### config.mk
export PLATFORM = sky130hd
export DESIGN_NAME = fpmul_pipe
export DESIGN_NICKNAME = d
export VERILOG_FILES = /design/src/rtl/fpmul_pkg.sv /design/src/rtl/fpmul_unpack.sv /design/src/rtl/fpmul_expadd.sv /design/src/rtl/fpmul_sigmul.sv /design/src/rtl/fpmul_pack.sv /design/src/rtl/fpmul_pipe.sv
export SDC_FILE = /design/constraint.sdc
export NUM_CORES = 1
export LEC_CHECK = 0
export ABC_AREA = 1
export BUFFER_PORTS_ARGS = -buffer_cell sky130_fd_sc_hd__buf_2
export CAP_MARGIN = 20
export CORE_UTILIZATION = 45
export DETAILED_ROUTE_END_ITERATION = 7
export SETUP_SLACK_MARGIN = 0.05
export SLEW_MARGIN = 20
export SYNTH_ARGS = -nofsm -noshare
export SYNTH_HDL_FRONTEND = slang
export SYNTH_SLANG_ARGS = --single-unit
export TNS_END_PERCENT = 10
### constraint.sdc
create_clock -name clk -period 6.9 [get_ports clk]
set_input_delay 1.035 -clock clk [delete_from_list [all_inputs] [get_ports clk]]
set_output_delay 1.035 -clock clk [all_outputs]
set_load 0.02 [all_outputs]
### src/rtl/fpmul_pkg.sv
package fpmul_pkg;
  parameter int EXP_W  = 8;
  parameter int FRAC_W = 23;
  localparam int SIG_W   = FRAC_W + 1;
  localparam int PROD_W  = 2 * SIG_W;
  localparam int WORD_W  = 1 + EXP_W + FRAC_W;
  localparam int EXP_MAX = (1 << EXP_W) - 1;
  localparam int BIAS    = (1 << (EXP_W - 1)) - 1;

  typedef struct packed {
    logic              sign;
    logic [EXP_W-1:0]  exp;
    logic [SIG_W-1:0]  sig;
    logic              zero;
    logic              inf;
    logic              nan;
  } opnd_t;

  typedef struct packed {
    logic              sign;
    logic [EXP_W:0]    esum;
    logic [PROD_W-1:0] prod;
    logic              zero;
    logic              inf;
    logic              nan;
  } mid_t;

  // Split a word into fields and classify it; a zero exponent flushes to zero.
  function automatic opnd_t f_unpack(input logic [WORD_W-1:0] w);
    opnd_t o;
    logic [EXP_W-1:0]  e;
    logic [FRAC_W-1:0] f;
    e = w[WORD_W-2 -: EXP_W];
    f = w[FRAC_W-1:0];
    o.sign = w[WORD_W-1];
    o.exp  = e;
    o.zero = (e == '0);
    o.inf  = (e == '1) && (f == '0);
    o.nan  = (e == '1) && (f != '0);
    o.sig  = {(e != '0) && (e != '1), f};
    return o;
  endfunction

  // Bit-serial ripple addition of two exponent fields into a sum one bit wider.
  function automatic logic [EXP_W:0] f_ripple_add(input logic [EXP_W-1:0] a,
                                                  input logic [EXP_W-1:0] b);
    logic [EXP_W:0] s;
    logic c;
    c = 1'b0;
    for (int i = 0; i < EXP_W; i++) begin
      s[i] = a[i] ^ b[i] ^ c;
      c    = (a[i] & b[i]) | (c & (a[i] ^ b[i]));
    end
    s[EXP_W] = c;
    return s;
  endfunction

  function automatic logic [WORD_W-1:0] f_inf_word(input logic s);
    return {s, {EXP_W{1'b1}}, {FRAC_W{1'b0}}};
  endfunction

  function automatic logic [WORD_W-1:0] f_zero_word(input logic s);
    return {s, {(WORD_W-1){1'b0}}};
  endfunction

  function automatic logic [WORD_W-1:0] f_nan_word();
    return {1'b0, {EXP_W{1'b1}}, 1'b1, {(FRAC_W-1){1'b0}}};
  endfunction
endpackage

### src/rtl/fpmul_unpack.sv
module fpmul_unpack
  import fpmul_pkg::*;
(
  input  logic [WORD_W-1:0] word,
  output opnd_t             opnd
);
  assign opnd = f_unpack(word);
endmodule

### src/rtl/fpmul_expadd.sv
module fpmul_expadd
  import fpmul_pkg::*;
(
  input  logic [EXP_W-1:0] ea,
  input  logic [EXP_W-1:0] eb,
  output logic [EXP_W:0]   esum
);
  assign esum = f_ripple_add(ea, eb);
endmodule

### src/rtl/fpmul_sigmul.sv
module fpmul_sigmul #(
  parameter int A_W = 24
) (
  input  logic [A_W-1:0]   a,
  input  logic [A_W-1:0]   b,
  output logic [2*A_W-1:0] p
);
  localparam int P_W = 2 * A_W;

  logic [P_W-1:0] pp [A_W];

  for (genvar i = 0; i < A_W; i++) begin : g_row
    assign pp[i] = b[i] ? ({{A_W{1'b0}}, a} << i) : '0;
  end

  always_comb begin
    logic [P_W-1:0] acc;
    acc = '0;
    for (int i = 0; i < A_W; i++) begin
      acc = acc + pp[i];
    end
    p = acc;
  end
endmodule

### src/rtl/fpmul_pack.sv
module fpmul_pack
  import fpmul_pkg::*;
(
  input  mid_t              mid,
  output logic [WORD_W-1:0] res,
  output logic              ovf,
  output logic              udf,
  output logic              inv,
  output logic              norm_shift,
  output logic              exp_borrow
);
  localparam int EW2 = EXP_W + 2;

  logic [EW2-1:0]    e_unb;
  logic [EW2-1:0]    e_fin;
  logic [FRAC_W-1:0] frac;

  assign norm_shift = mid.prod[PROD_W-1];
  assign exp_borrow = ({1'b0, mid.esum} < EW2'(BIAS));
  assign e_unb      = {1'b0, mid.esum} - EW2'(BIAS);
  assign e_fin      = e_unb + EW2'(norm_shift);
  assign frac       = norm_shift ? mid.prod[PROD_W-2 -: FRAC_W]
                                 : mid.prod[PROD_W-3 -: FRAC_W];

  always_comb begin
    res = f_zero_word(mid.sign);
    ovf = 1'b0;
    udf = 1'b0;
    inv = 1'b0;
    if (mid.nan || (mid.inf && mid.zero)) begin
      res = f_nan_word();
      inv = 1'b1;
    end else if (mid.inf) begin
      res = f_inf_word(mid.sign);
      ovf = 1'b1;
    end else if (mid.zero) begin
      res = f_zero_word(mid.sign);
    end else if (exp_borrow || (e_fin == '0)) begin
      res = f_zero_word(mid.sign);
      udf = 1'b1;
    end else if (e_fin >= EW2'(EXP_MAX)) begin
      res = f_inf_word(mid.sign);
      ovf = 1'b1;
    end else begin
      res = {mid.sign, e_fin[EXP_W-1:0], frac};
    end
  end
endmodule

### src/rtl/fpmul_pipe.sv
module fpmul_pipe
  import fpmul_pkg::*;
(
  input  logic              clk,
  input  logic              rst_n,
  input  logic              in_valid,
  input  logic [WORD_W-1:0] in_a,
  input  logic [WORD_W-1:0] in_b,
  output logic              out_valid,
  output logic [WORD_W-1:0] out_res,
  output logic              out_ovf,
  output logic              out_udf,
  output logic              out_inv
);
  // Stage 1: operand capture
  logic              v1;
  logic [WORD_W-1:0] a1, b1;

  always_ff @(posedge clk or negedge rst_n) begin
    if (!rst_n) begin
      v1 <= 1'b0;
      a1 <= '0;
      b1 <= '0;
    end else begin
      v1 <= in_valid;
      a1 <= in_a;
      b1 <= in_b;
    end
  end

  opnd_t             ua, ub;
  logic [EXP_W:0]    esum_c;
  logic [PROD_W-1:0] prod_c;

  fpmul_unpack u_unp_a (.word(a1), .opnd(ua));
  fpmul_unpack u_unp_b (.word(b1), .opnd(ub));
  fpmul_expadd u_expadd (.ea(ua.exp), .eb(ub.exp), .esum(esum_c));
  fpmul_sigmul #(.A_W(SIG_W)) u_sigmul (.a(ua.sig), .b(ub.sig), .p(prod_c));

  // Stage 2: product, exponent sum, sign and class
  logic v2;
  mid_t m2;

  always_ff @(posedge clk or negedge rst_n) begin
    if (!rst_n) begin
      v2 <= 1'b0;
      m2 <= '0;
    end else begin
      v2      <= v1;
      m2.sign <= ua.sign ^ ub.sign;
      m2.esum <= esum_c;
      m2.prod <= prod_c;
      m2.zero <= ua.zero | ub.zero;
      m2.inf  <= ua.inf | ub.inf;
      m2.nan  <= ua.nan | ub.nan;
    end
  end

  logic              spec2;
  logic              norm_shift, exp_borrow;
  logic [WORD_W-1:0] res_c;
  logic              ovf_c, udf_c, inv_c;

  assign spec2 = m2.zero | m2.inf | m2.nan;

  fpmul_pack u_pack (
    .mid(m2), .res(res_c), .ovf(ovf_c), .udf(udf_c), .inv(inv_c),
    .norm_shift(norm_shift), .exp_borrow(exp_borrow)
  );

  // Stage 3: packed result
  always_ff @(posedge clk or negedge rst_n) begin
    if (!rst_n) begin
      out_valid <= 1'b0;
      out_res   <= '0;
      out_ovf   <= 1'b0;
      out_udf   <= 1'b0;
      out_inv   <= 1'b0;
    end else begin
      out_valid <= v2;
      out_res   <= res_c;
      out_ovf   <= ovf_c;
      out_udf   <= udf_c;
      out_inv   <= inv_c;
    end
  end
endmodule

# Word level (Yosys, flattened, before mapping)
# Cells that the tools add are included.
dict set report classes {
  n_bitwise 41
  n_eq_ne 4
  reduce_logical 18
  magnitude_cmp 2
  n_mux 40
  addsub 25
}
# op count
set op_table {}
lappend op_table {{48-bit adder} 11}
lappend op_table {{31-bit two-way mux} 5}
lappend op_table {{32-bit two-way mux} 2}
lappend op_table {{48-bit by 36-bit adder with 48-bit output} 1}
lappend op_table {{48-bit by 37-bit adder with 48-bit output} 1}
lappend op_table {{48-bit by 38-bit adder with 48-bit output} 1}
lappend op_table {{48-bit by 39-bit adder with 48-bit output} 1}
lappend op_table {{48-bit by 40-bit adder with 48-bit output} 1}
lappend op_table {{48-bit by 41-bit adder with 48-bit output} 1}
lappend op_table {{48-bit by 42-bit adder with 48-bit output} 1}
lappend op_table {{48-bit by 43-bit adder with 48-bit output} 1}
lappend op_table {{48-bit by 44-bit adder with 48-bit output} 1}
lappend op_table {{48-bit by 45-bit adder with 48-bit output} 1}
lappend op_table {{48-bit by 46-bit adder with 48-bit output} 1}
lappend op_table {{48-bit by 47-bit adder with 48-bit output} 1}
lappend op_table {{47-bit two-way mux} 1}
lappend op_table {{23-bit zero test} 2}
lappend op_table {{46-bit two-way mux} 1}
lappend op_table {{23-bit nonzero test} 2}
lappend op_table {{45-bit two-way mux} 1}
lappend op_table {{44-bit two-way mux} 1}
lappend op_table {{43-bit two-way mux} 1}
lappend op_table {{42-bit two-way mux} 1}
lappend op_table {{41-bit two-way mux} 1}
lappend op_table {{31 further kinds} 89}
dict set report totals {
  wordCells 145
  ff_bits 163
}

# Logic depth before layout (Yosys ltp)
# Gate-level depths: netlist of the first run.
dict set report logic_depth {
  depth_word 26
  ltp_mapped 30
  depth_no_buf 29
}

# Cells and area by module
# Synthesis of the first run repeated with hierarchy kept, for this count alone.
dict set report unflattened {
  cells_unflattened 3227
  hier_area_um2 26122.6
}
# module n_inst cells_per_inst area_each_um2 seq_area_each_um2
set modules_own_cells {}
lappend modules_own_cells {fpmul_sigmul 1 2711 19951.6 0.0}
lappend modules_own_cells {fpmul_pipe 1 171 4116.4 4078.9}
lappend modules_own_cells {fpmul_pack 1 187 1073.5 0.0}
lappend modules_own_cells {fpmul_unpack 2 70 395.4 0.0}
lappend modules_own_cells {fpmul_expadd 1 18 190.2 0.0}

# Worst setup path after synthesis of the first run
# OpenSTA, ideal clock, no wires.
dict set report synth_path {
  path_kind {reg2reg}
  startpoint {register a1[29]}
  endpoint {register m2[39] in the netlist's numbering}
  setup_ns 0.117
  n_path_buf 1
  period_less_slack_ns 6.281
  path_slack_ns 0.619
  path_stages_with_launch 27
  t_arrival_ns 6.164
  cell_sequence {dfrtp_1 -> nand4_1 -> or2_2 -> nand2_1 -> clkbuf_1 -> nor2_1 -> fa_1 -> fa_1 -> fa_1 -> inv_1 -> fa_1 -> inv_1 -> fa_1 -> inv_1 -> fa_1 -> inv_1 -> fa_1 -> ha_1 -> a21o_1 -> a31oi_1 -> inv_1 -> a21oi_1 -> nand3_1 -> nand2_1 -> nand2_1 -> nand2_1 -> nand2_1}
}
dict set report synth_via {
  elab_chain_cells 26
  elab_cells_between_ends 40
}
# element line_no
set synth_lines {}
lappend synth_lines {{from (decl)} fpmul_pipe.sv:17} ;# logic [WORD_W-1:0] a1, b1;
lappend synth_lines {{from (signal assigned)} fpmul_pipe.sv:26} ;# a1 <= in_a;
lappend synth_lines {{8-bit != test or 8-bit nonzero test (tied branches)} fpmul_pkg.sv:40} ;# o.sig = {(e != '0) && (e != '1), f};
lappend synth_lines {{1-bit logical AND *} fpmul_pkg.sv:40}
lappend synth_lines {{24-bit two-way mux or 25-bit two-way mux (tied branches)} fpmul_sigmul.sv:13} ;# assign pp[i] = b[i] ? ({{A_W{1'b0}}, a} << i) : '0;
lappend synth_lines {{48-bit adder (11 in series)} fpmul_sigmul.sv:20} ;# acc = acc + pp[i];
lappend synth_lines {{48-bit by 36-bit adder with 48-bit output} fpmul_sigmul.sv:20}
lappend synth_lines {{48-bit by 37-bit adder with 48-bit output *} fpmul_sigmul.sv:20}
lappend synth_lines {{48-bit by 38-bit adder with 48-bit output *} fpmul_sigmul.sv:20}
lappend synth_lines {{48-bit by 39-bit adder with 48-bit output *} fpmul_sigmul.sv:20}
lappend synth_lines {{48-bit by 40-bit adder with 48-bit output *} fpmul_sigmul.sv:20}
lappend synth_lines {{48-bit by 41-bit adder with 48-bit output *} fpmul_sigmul.sv:20}
lappend synth_lines {{48-bit by 42-bit adder with 48-bit output *} fpmul_sigmul.sv:20}
lappend synth_lines {{48-bit by 43-bit adder with 48-bit output *} fpmul_sigmul.sv:20}
lappend synth_lines {{48-bit by 44-bit adder with 48-bit output *} fpmul_sigmul.sv:20}
lappend synth_lines {{48-bit by 45-bit adder with 48-bit output *} fpmul_sigmul.sv:20}
lappend synth_lines {{48-bit by 46-bit adder with 48-bit output *} fpmul_sigmul.sv:20}
lappend synth_lines {{48-bit by 47-bit adder with 48-bit output *} fpmul_sigmul.sv:20}
lappend synth_lines {{named net prod_c[36]} fpmul_pipe.sv:33} ;# logic [PROD_W-1:0] prod_c;
lappend synth_lines {{to (decl)} fpmul_pipe.sv:42} ;# mid_t m2;
# Mark *: on every way through the listed nets, which the timed path passes. The rest lies on a longest branch.

# Worst setup path in the final report of the first run
dict set report layout_path {
  startpoint {register b1[26]}
  endpoint {register m2[45] in the netlist's numbering}
}
dict set report layout_via {
  elab_chain_cells 4
  elab_cells_between_ends 5
}
# element line_no
set layout_lines {}
lappend layout_lines {{from (decl)} fpmul_pipe.sv:17}
lappend layout_lines {{from (signal assigned)} fpmul_pipe.sv:27} ;# b1 <= in_b;
lappend layout_lines {{8-bit != test or 8-bit nonzero test (tied branches)} fpmul_pkg.sv:40}
lappend layout_lines {{1-bit logical AND *} fpmul_pkg.sv:40}
lappend layout_lines {{47-bit two-way mux *} fpmul_sigmul.sv:13}
lappend layout_lines {{48-bit by 47-bit adder with 48-bit output *} fpmul_sigmul.sv:20}
lappend layout_lines {{named net prod_c[42]} fpmul_pipe.sv:33}
# Marks and branches as above.

==> impl_metrics.yaml, run 1 <==
critical_path:
  cpPeakStageDelay_ns: 0.51
  crit_start: "b1[26]"
  cp.required_ns: 7.27
  crit_path_max_fanout: 15
  critPathBufInv: 9
  worstRegToRegCells: 27
  cp_slowest_cell: "fa_1"
  critPathLaunchType: "flop"
  cp_top_family: "adder cells"
  worstPathArrival_ns: 6.94
  r2r-end: "m2[45]"
  path_class: "reg -> reg"
  r2r_setup_slack_ns: 0.34
  end_kind: "flop"
  reg2reg_from: "b1[26]"
routing:
  vias: 17710
  drcViolationCount: 0
  postRouteAntennaNets: 0
  first_pass_iters: 5
  drt_iter0_markers: 1018
  post_drt_wl_per_cell_um: 18.24
  drt-vias-per-instance: 5.034
  wl_mm: 64.16
synth:
  ys_ff_latch: 140
  synth_top_area_share_pct: 41.77
  synth_seq_area_share_pct: 14.86
  netlist_instances: 2757
  syn_area_mm2: 0.02358
  synth_edf_count: 0
  avgSynthCellArea_um2: 8.554
  yosysMostFrequentCell: "nand2_1"
  ys.flop_type: "dfrtp_1"
  syn_nets: 3476
  ys_async_sr_fraction_pct: 100.0
  synthTopCellsByArea: "fa_1 (42%), dfrtp_1 (15%), nand2_1 (12%)"
  synth_cell_types: 46
  yosys.area.top_type: "fa_1"
  yosysWarnings: 0
  synth_commonest_cells: "nand2_1 (732), inv_1 (728), fa_1 (492)"
timing:
  rsz0062_at_grt: "true"
  finalHoldViolCount: 0
  finalSetupTns_ns: 0
  setup-violations-final: 0
  slew_headroom_pct: 37.02
  timing.final.max_slew_violations: 0
  fmax_mhz: 152.4
  fin_skew_ns: 0.02692
  worstMarginPinSlew_ns: 0.9447
  period_needed_ns: 6.564
  hold_slack_ns: 0.3516
  min_period_over_period_pct: 95.13
grt:
  grt_use_total_pct: 25.85
  grt_max_degree: 90
  gr-total-overflow: 0
  antenna_found_initial: 0
  grt_pass1_wl_mm: 105.9
  grt_pass1_vias: 19920
worst_hold_path:
  hold_path_class: "reg -> reg"
  hold_depth: 0
  min-delay-start: "v1"
  hold_end: "v2"
clock_network:
  clk_path_buf_depth: 2
  cts_tree: "built"
  post_cts_buffers: 0
  clock-sinks: 140
  clk_latency_ns: 0.48
  ctsResizeCount: 0
  h-tree-depth: 4
  numCtsBuffers: 17
  ctsHoldBuffers: 0
  clkTransAtPathRegs_ns: 0.07
  root_buffer: "clkbuf_16"
die:
  io_pins: 103
  rows: 83
  dieArea_mm2: 0.05333
  chipWidth_um: 230.9
  die_y_um: 230.9
  core_area_mm2: 0.05151
  start_util_pct: 45.78
placement:
  dpl.hpwl_mm: 53.80
  port_buffers: 102
  routabilityCongestion: 0.9101
  post-place-cells: 3485
finish:
  fillers: 4952
  diodes: 0
  final_net_count: 3543
  fin_cells: 3517
  syn_to_final_growth_pct: 8.956
  drive_gt1_share_pct: 9.235
run_status:
  status: "completed"
run:
  drv_cap: 0
==> metrics by stage <==
stage | util [%] | instance area, um^2 | setup slack, ns
after floorplan | - | 23580 | 0.6192
after global placement | 48.70 | 25080 | -0.01582
after detailed placement | 48.70 | 25080 | 0.09408
after CTS | 49.78 | 25640 | 0.06770
after global routing | 49.88 | 25690 | 0.02027
final | 49.88 | 25690 | 0.3362
==> cell usage in the layout, fill, tap and decap left out, types with 4 or more instances in the layout <==
cell type | Yosys | final
nor3_1 | 15 | 15
inv_1 | 728 | 728
nor2_1 | 104 | 103
clkbuf_16 | 0 | 17
o21ai_1 | 6 | 7
fa_1 | 492 | 492
buf_12 | 2 | 7
nor4_1 | 10 | 7
inv_6 | 0 | 4
o21ai_0 | 24 | 23
nand2_1 | 732 | 730
o21a_1 | 4 | 4
nor3_2 | 20 | 20
buf_2 | 1 | 101
xor2_1 | 14 | 14
o21bai_1 | 4 | 4
dfrtp_1 | 140 | 133
a21o_1 | 11 | 11
nand2_2 | 3 | 5
nand3_1 | 28 | 27
xnor2_1 | 7 | 7
dfrtp_2 | 0 | 7
inv_8 | 0 | 4
nand4_1 | 15 | 15
a21oi_1 | 44 | 43
clkinv_1 | 4 | 4
buf_4 | 0 | 68
mux2i_1 | 22 | 22
a31oi_1 | 12 | 12
ha_1 | 160 | 159
==> logic make-up (layout without fill, tap and decap cells) <==
logic type,after synthesis,after routing,synth area share [%]
buffers and inverters,865,945,13.93
flip-flops,140,140,14.86
AO/OA/AOI/OAI,118,118,2.961
adder cells (fa/ha/maj),652,652,50.25
XOR/XNOR,21,21,0.7799
multiplexers,22,22,0.9338
AND/OR/NAND/NOR,939,939,16.28
==> state kept, by name (all words and copies together) (netlist names) <==
signal and count:
m2 38, a1 32, b1 32, out_res 32, out_inv 1, out_ovf 1, out_udf 1, out_valid 1
v1 1, v2 1
==> per-layer routing <==
metal / routed length [um] / track usage (%)
met1: 27090 / 33.53
met2: 31840 / 43.88
met3: 2930 / 3.224
met4: 2297 / 10.29
met5: 0 / 0
==> worst max path at each step <==
stage,depth (start not counted),slack (ns),endpoint
5_1_grt,27,0.02,m2[45]
3_3_place_gp,23,-0.02,m2[30]
2_1_floorplan,26,0.62,m2[39]
4_1_cts,23,0.07,m2[30]
6_report,27,0.34,m2[45]
3_5_place_dp,23,0.09,m2[30]
==> layout make-up <==
cell class / count / area [um^2] / area share (%)
Clock buffer: 18 / 429.2 / 1.670
Timing Repair Buffer: 177 / 1167 / 4.543
Sequential cell: 140 / 3512 / 13.67
Multi-Input combinational cell: 1752 / 16840 / 65.54
Clock inverter: 14 / 127.6 / 0.4967
Tap cell: 680 / 850.8 / 3.311
Inverter: 736 / 2768 / 10.77
Power of run 1 is not shown: default switching activity piles up to over one toggle a cycle in this logic, so the estimate is an artifact.
==> run 2: changes to the inputs <==
- clock period: 6.9 -> 6.8 ns (I/O delays scaled with it)
==> impl_metrics.yaml, run 2 (same netlist as run 1, synthesis figures left out) <==
timing:
  setup-violations-final: 0
  fmax_mhz: 153.7
  period_needed_ns: 6.507
  rsz0062_at_grt: "true"
  finalSetupTns_ns: 0
  fin_skew_ns: 0.03283
  hold_slack_ns: 0.3463
  worstMarginPinSlew_ns: 0.9611
  timing.final.max_slew_violations: 0
  slew_headroom_pct: 35.93
  min_period_over_period_pct: 95.69
  finalHoldViolCount: 0
clock_network:
  clkTransAtPathRegs_ns: 0.06
  root_buffer: "clkbuf_16"
  clk_path_buf_depth: 2
  clk_latency_ns: 0.49
  clock-sinks: 140
  numCtsBuffers: 17
  h-tree-depth: 4
  ctsHoldBuffers: 0
  cts_tree: "built"
critical_path:
  cp.required_ns: 7.15
  crit_path_max_fanout: 12
  r2r-end: "m2[30]"
  reg2reg_from: "a1[18]"
  r2r_setup_slack_ns: 0.29
  end_kind: "flop"
  worstPathArrival_ns: 6.86
  path_class: "reg -> reg"
  critPathLaunchType: "flop"
  worstRegToRegCells: 22
routing:
  postRouteAntennaNets: 0
  drcViolationCount: 0
  wl_mm: 64.65
  post_drt_wl_per_cell_um: 18.32
  vias: 17900
  drt_iter0_markers: 1056
  drt-vias-per-instance: 5.074
  first_pass_iters: 6
placement:
  post-place-cells: 3495
  routabilityCongestion: 0.9210
  port_buffers: 102
  dpl.hpwl_mm: 54.17
die:
  die_y_um: 230.9
  start_util_pct: 45.78
  chipWidth_um: 230.9
  core_area_mm2: 0.05151
  dieArea_mm2: 0.05333
  io_pins: 103
  rows: 83
finish:
  fin_cells: 3528
  top_register: "m2"
  drive_gt1_share_pct: 10.11
  largest_register_ffs: 38
  regArea_mm2: 0.003516
  diodes: 0
  multi_input_area_mm2: 0.01692
  final_cell_mix: "inv_1 (728), nand2_1 (728), fa_1 (492)"
  fillers: 5004
  syn_to_final_growth_pct: 9.523
  final_net_count: 3555
grt:
  antenna_found_initial: 0
  grt_pass1_vias: 19480
  grt_max_degree: 88
  gr-total-overflow: 0
  grt_use_total_pct: 25.73
  grt_pass1_wl_mm: 105.2
worst_hold_path:
  hold_path_class: "reg -> reg"
  min-delay-start: "v2"
  hold_end: "out_valid"
  hold_depth: 0
run_status:
  status: "completed"
run:
  drv_cap: 0
==> run 2: cell types whose count changed in the layout (fill, tap and decap cells not counted), sizes merged <==
cell,before,now
buf,177,189
clkbuf,18,19
clkinv,10,12
inv,739,735
==> run 2: per-stage QoR <==
| step | util [%] | setup slack [ns] | cell area (um^2) |
|---|---|---|---|
| finish | 50.14 | 0.2931 | 25830 |
| global route | 50.14 | 0.01786 | 25830 |
| CTS | 49.86 | 0.08518 | 25680 |
| detailed placement | 48.77 | 0.005664 | 25120 |
| global placement | 48.77 | -0.02537 | 25120 |
| floorplan | - | 0.5192 | 23580 |
==> run 2: worst max path at each step <==
stage | depth (start not counted) | slack, ns | from | to
5_1_grt | 28 | 0.02 | b1[26] | m2[45]
6_report | 22 | 0.29 | a1[18] | m2[30]
4_1_cts | 25 | 0.09 | a1[29] | m2[47]
3_3_place_gp | 22 | -0.03 | a1[28] | m2[30]
2_1_floorplan | 26 | 0.52 | a1[29] | m2[39]
3_5_place_dp | 26 | 0.006 | a1[28] | m2[49]
==> run 2: final cells by class <==
type / instances / share of cell area, %
Multi-Input combinational cell: 1752 / 65.49
Sequential cell: 140 / 13.61
Inverter: 736 / 10.72
Timing Repair Buffer: 189 / 4.752
Tap cell: 680 / 3.294
Clock buffer: 19 / 1.715
Clock inverter: 12 / 0.4166
==> run 2: repair_timing <==
item / CTS / global route
endpoints found under the setup margin: 5 / 23
pin swaps: 0 / 3
setup buffers: 0 / 2
gates resized for setup: 2 / 36
endpoints found under the hold margin: 0 / 0
==> run 2: worst max-delay path: stages (launching register included) <==
cell and delay (ns):
dfrtp_1 0.85, buf_4 0.25, nand2_1 0.06, fa_1 0.51
inv_1 0.05, fa_1 0.49, fa_1 0.55, inv_1 0.05
fa_1 0.50, inv_1 0.06, fa_1 0.53, inv_1 0.07
fa_1 0.48, inv_1 0.05, fa_1 0.36, ha_1 0.40
nand2_1 0.09, nand2_1 0.10, a21boi_1 0.24, o21a_1 0.17
nand2_1 0.07, a31oi_1 0.23, xnor2_1 0.21
==> run 2: per-layer routing <==
metal,up-vias,GRT usage (%),wire (um)
li1,8055,-,-
met1,9188,34.32,27550
met5,-,0,0
met4,0,7.926,1599
met3,96,2.470,3114
met2,562,44.19,32380
Power of run 2 is left out for the same reason.
